===== config.mk =====
export PLATFORM = sky130hd
export DESIGN_NAME = eeprom_rd_seq
export DESIGN_NICKNAME = d
export VERILOG_FILES = /design/src/rtl/eep_rd_pkg.sv /design/src/rtl/eep_half_tick.sv /design/src/rtl/eep_frame_eng.sv /design/src/rtl/eeprom_rd_seq.sv
export SDC_FILE = /design/constraint.sdc
export NUM_CORES = 1
export LEC_CHECK = 0
export BUFFER_PORTS_ARGS = -buffer_cell sky130_fd_sc_hd__buf_2
export CAP_MARGIN = 15
export CELL_PAD_IN_SITES_DETAIL_PLACEMENT = 1
export CELL_PAD_IN_SITES_GLOBAL_PLACEMENT = 1
export CORE_MARGIN = 5
export CORE_UTILIZATION = 44
export CTS_BUF_LIST = sky130_fd_sc_hd__clkbuf_8
export DETAILED_ROUTE_END_ITERATION = 8
export MAX_ROUTING_LAYER = met4
export PLACE_DENSITY = 0.78
export SYNTH_ARGS = -nofsm -noshare
export SYNTH_HDL_FRONTEND = slang
export SYNTH_HIERARCHICAL = 1
export SYNTH_SLANG_ARGS = --single-unit

===== constraint.sdc =====
create_clock -name clk -period 5.9 [get_ports clk]
set_input_delay 0.885 -clock clk [delete_from_list [all_inputs] [get_ports clk]]
set_output_delay 0.885 -clock clk [all_outputs]
set_load 0.02 [all_outputs]

===== src/rtl/eep_rd_pkg.sv =====
package eep_rd_pkg;
  typedef enum logic [1:0] {K_INIT, K_READ, K_STAT} kind_t;
  localparam logic [7:0] OP_READ = 8'h03;
  localparam logic [7:0] OP_STAT = 8'h05;
endpackage


===== src/rtl/eep_half_tick.sv =====
module eep_half_tick #(
  parameter int HALF_P = 5
) (
  input  logic clk,
  input  logic rst,
  input  logic run,
  output logic tick
);
  localparam int CW = $clog2(HALF_P + 1);
  logic [CW-1:0] cnt;

  always_ff @(posedge clk) begin
    if (rst || !run)                cnt <= '0;
    else if (cnt == CW'(HALF_P - 1)) cnt <= '0;
    else                            cnt <= cnt + CW'(1);
  end

  assign tick = run && (cnt == CW'(HALF_P - 1));


  cnt_range_chk: assert property (@(posedge clk) disable iff (rst) cnt < CW'(HALF_P));
endmodule


===== src/rtl/eep_frame_eng.sv =====
module eep_frame_eng
  import eep_rd_pkg::*;
#(
  parameter int ADDR_W = 8
) (
  input  logic              clk,
  input  logic              rst,
  input  logic              go,
  input  kind_t             kind,
  input  logic [ADDR_W-1:0] addr,
  input  logic              tick,
  input  logic              miso,
  output logic              active,
  output logic              cs_n,
  output logic              sck,
  output logic              mosi,
  output logic [7:0]        rx_byte,
  output logic              rx_stb,
  output logic              fin
);
  localparam int TX_W = 8 + ADDR_W;
  localparam int PH_N = 2 * (TX_W + 8);
  localparam int PH_W = $clog2(PH_N);

  typedef enum logic [1:0] {E_IDLE, E_ACT, E_GAP} est_t;
  est_t            st;
  kind_t           kind_r;
  logic [PH_W-1:0] ph, last_ph, send_bits;
  logic [TX_W-1:0] tx;
  logic [7:0]      rx;

  assign active = (st != E_IDLE);

  always_ff @(posedge clk) begin
    rx_stb <= 1'b0;
    fin    <= 1'b0;
    if (rst) begin
      st <= E_IDLE; kind_r <= K_INIT; ph <= '0; last_ph <= '0; send_bits <= '0;
      tx <= '0; rx <= '0; cs_n <= 1'b1; sck <= 1'b0; mosi <= 1'b0; rx_byte <= '0;
    end else begin
      case (st)
        E_IDLE: if (go) begin
          st <= E_ACT; kind_r <= kind; ph <= '0; mosi <= 1'b0;
          case (kind)
            K_READ: begin
              last_ph <= PH_W'(PH_N - 1); send_bits <= PH_W'(TX_W);
              tx <= {OP_READ, addr}; cs_n <= 1'b0; sck <= 1'b0;
            end
            K_STAT: begin
              last_ph <= PH_W'(31); send_bits <= PH_W'(8);
              tx <= {OP_STAT, {ADDR_W{1'b0}}}; cs_n <= 1'b0; sck <= 1'b0;
            end
            default: begin
              last_ph <= PH_W'(3); send_bits <= '0;
              tx <= '0; cs_n <= 1'b1; sck <= 1'b1;
            end
          endcase
        end
        E_ACT: if (tick) begin
          if (ph == last_ph) begin
            st <= E_GAP; cs_n <= 1'b1; sck <= 1'b0; mosi <= 1'b0;
            if (kind_r != K_INIT) begin
              rx_byte <= rx; rx_stb <= 1'b1;
            end
          end else begin
            ph  <= ph + PH_W'(1);
            sck <= (kind_r == K_INIT) ? ph[0] : ~ph[0];
            if (!ph[0] && kind_r != K_INIT && {1'b0, ph[PH_W-1:1]} >= send_bits)
              rx <= {rx[6:0], miso};
            if (ph[0]) begin
              tx   <= tx << 1;
              mosi <= tx[TX_W-2];
            end
          end
        end
        default: if (tick) begin
          st <= E_IDLE; fin <= 1'b1;
        end
      endcase
    end
  end


  cs_fall_low_sck_chk: assert property (@(posedge clk) disable iff (rst) $fell(cs_n) |-> !sck);

  cs_rise_low_sck_chk: assert property (@(posedge clk) disable iff (rst) $rose(cs_n) |-> !sck);

  mosi_move_low_chk: assert property (@(posedge clk) disable iff (rst) !$stable(mosi) |-> !sck);

  rx_stb_single_chk: assert property (@(posedge clk) disable iff (rst) rx_stb |=> !rx_stb);
endmodule


===== src/rtl/eeprom_rd_seq.sv =====
module eeprom_rd_seq
  import eep_rd_pkg::*;
#(
  parameter int HALF_P = 5,
  parameter int ADDR_W = 8,
  parameter int CNT_W  = 8
) (
  input  logic              clk,
  input  logic              rst,
  input  logic              start,
  input  logic              stat_req,
  input  logic [ADDR_W-1:0] start_addr,
  input  logic [CNT_W-1:0]  byte_count,
  output logic              busy,
  output logic              done,
  output logic [7:0]        rd_data,
  output logic              rd_valid,
  output logic              mem_cs_n,
  output logic              mem_sck,
  output logic              mem_sdo,
  input  logic              mem_sdi
);
  typedef enum logic [1:0] {T_BOOT, T_WAIT, T_IDLE} tst_t;
  tst_t              tst;
  kind_t             kind;
  logic              go, eng_active, eng_fin, tick;
  logic [ADDR_W-1:0] cur_addr;
  logic [CNT_W-1:0]  left;

  eep_half_tick #(.HALF_P(HALF_P)) tick_i (
    .clk(clk), .rst(rst), .run(eng_active), .tick(tick)
  );

  eep_frame_eng #(.ADDR_W(ADDR_W)) eng_i (
    .clk(clk), .rst(rst), .go(go), .kind(kind), .addr(cur_addr), .tick(tick),
    .miso(mem_sdi), .active(eng_active), .cs_n(mem_cs_n), .sck(mem_sck),
    .mosi(mem_sdo), .rx_byte(rd_data), .rx_stb(rd_valid), .fin(eng_fin)
  );

  always_ff @(posedge clk) begin
    go   <= 1'b0;
    done <= 1'b0;
    if (rst) begin
      tst <= T_BOOT; kind <= K_INIT; cur_addr <= '0; left <= '0; busy <= 1'b1;
    end else begin
      case (tst)
        T_BOOT: begin
          go <= 1'b1; kind <= K_INIT; tst <= T_WAIT;
        end
        T_WAIT: if (eng_fin) begin
          if (kind == K_INIT) begin
            tst <= T_IDLE; busy <= 1'b0;
          end else if (kind == K_STAT || left == CNT_W'(1)) begin
            tst <= T_IDLE; busy <= 1'b0; done <= 1'b1;
          end else begin
            left     <= left - CNT_W'(1);
            cur_addr <= cur_addr + ADDR_W'(1);
            go       <= 1'b1;
          end
        end
        default: if (start) begin
          if (stat_req) begin
            kind <= K_STAT; go <= 1'b1; busy <= 1'b1; tst <= T_WAIT;
          end else if (byte_count == '0) begin
            done <= 1'b1;
          end else begin
            kind <= K_READ; cur_addr <= start_addr; left <= byte_count;
            go <= 1'b1; busy <= 1'b1; tst <= T_WAIT;
          end
        end
      endcase
    end
  end


  done_idle_chk: assert property (@(posedge clk) disable iff (rst) done |-> !busy);

  start_ignored_chk: assert property (@(posedge clk) disable iff (rst)
    (busy && start && !eng_fin) |=> $stable(cur_addr));

  addr_step_chk: assert property (@(posedge clk) disable iff (rst)
    (tst == T_WAIT && eng_fin && kind == K_READ && left != CNT_W'(1))
      |=> cur_addr == $past(cur_addr) + ADDR_W'(1));
endmodule


==> results.yml <==
run_status:
  status: "finished, final reports clean"
power_and_ir_drop:
  ir_drop_v: 0.000109
  power_density_nw_per_um2: 224
  power_leakage_nw: 1.65
finish:
  nFillCells: 1073
  final_area_sq_um: 4390
  antenna_cells: 0
  register_area_sq_um: 1520
  area_delta_synth_final_pct: 8.82
  multiInputGateArea_sq_um: 2290
  nNetsFinal: 511
  drive_above_1_share_pct: 18.0
hold_path:
  hold_path.class: "flop to flop"
  min_from: "eng_i/rx_byte[4]"
cts:
  cts_tree: "yes"
  cts_sinks: 76
  numCtsBuffers: 9
  cts_resized: 0
  clockBufferDepth: 2
  htreeDepth: 3
  path_clk_slew_ns: 0.10
  postCtsSetupBuffers: 0
  hold_buffers: 0
  clkLatencyLatePin_ns: 0.35
  clock-root-buffer: "clkbuf_8"
synth:
  ys_warn_count: 6
  ys_seq_elements: 76
  synthCells: 457
  synth_common_cells: "dfxtp_1 (76), nand2_1 (62), a21oi_1 (33)"
  synthArstFlopShare_pct: 0
  synth_area_leaders: "dfxtp_1 (38%), mux2i_1 (6.2%), nand2_1 (5.8%)"
  synth_top_area_cell: "dfxtp_1"
  synth_cell_types: 69
  synth_area_sq_um: 4030
  syn-num-nets: 490
  syn_area_per_cell_sq_um: 8.82
  synthDominantCellAreaShare_pct: 37.8
  yosysMostFrequentCell: "dfxtp_1"
  synth_edf_count: 0
  ys_seq_area_share_pct: 37.8
  synth_top_flop_cell: "dfxtp_1"
placement:
  place_ws_ns: 3.22
  io_buffers: 34
  placed_area_sq_um: 4200
  gp_congestion: 0.806
  place_hpwl_um: 6840
setup_path:
  cp_data_arrival_time_ns: 2.92
  cp_data_required_time_ns: 6.14
  startpoint_type: "flop"
  critPathLaunch: "eng_i/st[0]"
  crit_fanout: 25
  cp-end-kind: "flop"
  r2r-start: "eng_i/st[0]"
  worstSetupPathType: "flop to flop"
global_route:
  grt_max_degree: 65
  grt_pass1_wl_um: 16700
  overflow: 0
  grt_usage_pct: 18.5
  first_global_vias: 3483
  antenna_found_initial: 0
sta:
  period_share_pct: 45.5
  relSlewSlack_pct: 32.7
  fin_ws_ns: 3.21
  clock_skew_ns: 0.0124
  worst_pin_slew_ns: 1.00
  final.setup.tns_ns: 0
  hold_violations: 0
  fmax_mhz: 372
  finalSetupViolCount: 0
  maxSlewViolCount: 0
  post-route-min-period_ns: 2.69
  rsz0062_at_grt: "false"
floorplan:
  die_area_sq_um: 11200
  io_pins: 35
  initial_core_util_pct: 44.5
  die_y_um: 106
  rows: 35
  die_w_um: 106
  core_area_sq_um: 9060
run:
  max_cap_viol_count: 0
routing:
  routedWlPerCell_um: 16.6
  drt_pass1_iterations: 4
  ant_nets: 0
  via_per_inst: 5.79
  drc: 0
  drt_iter0_markers: 114
  routed_wirelength_um: 9880
  via_count: 3437
## where the power goes
group | leakage, nW | internal [mW] | switching, mW
Clock | 0.0931 | 0.163 | 0.224
Sequential | 0.613 | 0.516 | 0.00324
Combinational | 0.940 | 0.0257 | 0.0522
Total | 1.65 | 0.704 | 0.279
## cell type report
cell class	count	share of cell area, %
multi-input cells	338	52.1
flip-flops and latches	76	34.7
repair buffers	37	4.39
well taps	111	3.17
clock buffers	9	2.82
clock inverters	7	1.43
inverters	16	1.37
## stage by stage
stage	utilization [%]	hold WS, ns	cells	total power, mW
floorplan	-	0.427	457	0.590
global placement	46.3	0.436	578	0.607
detailed placement	46.3	0.452	578	0.609
CTS	48.4	0.467	594	0.994
global route	48.4	0.487	594	1.02
finish	48.4	0.462	594	0.983
## layout by cell type (no fill, tap or decap), drive strengths merged, types with 5 or more instances in the layout
cell    synthesis  layout
a211oi          6       6
a21oi          35      35
a311oi          6       6
a31oi           7       7
and2            5       5
buf            11      37
clkbuf         16       9
dfxtp          76      76
ha             12      12
inv            15      20
mux2           10      10
mux2i          25      25
nand2          64      64
nand2b          6       6
nand3          26      26
nand4           6       6
nor2           21      21
nor2b          16      16
nor3            5       5
nor3b           5       5
nor4            9       9
o21ai          24      24
or3             7       7
## final timing paths
check	end	slack [ns]	cells past startpoint
max	eng_i/tx[4]	3.21	3
min	eng_i/rx_byte[4]	0.46	2
min reg2reg	eng_i/rx_byte[4]	0.46	2
max reg2reg	eng_i/tx[4]	3.21	3
## state kept, by name, summed over array words and instances, names as in the netlist
| register | flops |
|---|---|
| eng_i/st | 2 |
| eng_i/ph | 6 |
| eng_i/last_ph | 3 |
| done | 1 |
| busy | 1 |
| eng_i/send_bits | 1 |
| eng_i/mosi | 1 |
| left | 8 |
| eng_i/rx_byte | 8 |
| cur_addr | 8 |
| eng_i/cs_n | 1 |
| eng_i/kind_r | 2 |
| eng_i/sck | 1 |
| eng_i/rx_stb | 1 |
| tick_i/cnt | 3 |
| kind | 2 |
| go | 1 |
| eng_i/tx | 15 |
| tst | 2 |
| eng_i/fin | 1 |
| eng_i/rx | 8 |
## kinds of logic after synthesis
family | count (synthesis) | share of synthesized area [%]
simple gates | 185 | 25.1
buf+inv | 43 | 5.53
fa+ha+maj | 12 | 3.73
mux | 35 | 9.47
flops | 76 | 37.8
compound gates | 106 | 18.5
## routing by layer
layer  part of all wire [%]  GRT usage, %  vias up
met5                      0             -        -
met1                     48          23.0     1687
li1                       -             -     1687
met2                     48          31.0       56
met3                    2.9          3.61        7
met4                    1.0          4.63        0
## critical path: stages, from the launching register on
cell     delay [ns]
dfxtp_1        0.45
nor2b_2        0.86
a311o_1        0.84
mux2_2         0.41
Power figures use the tool's default switching activity.
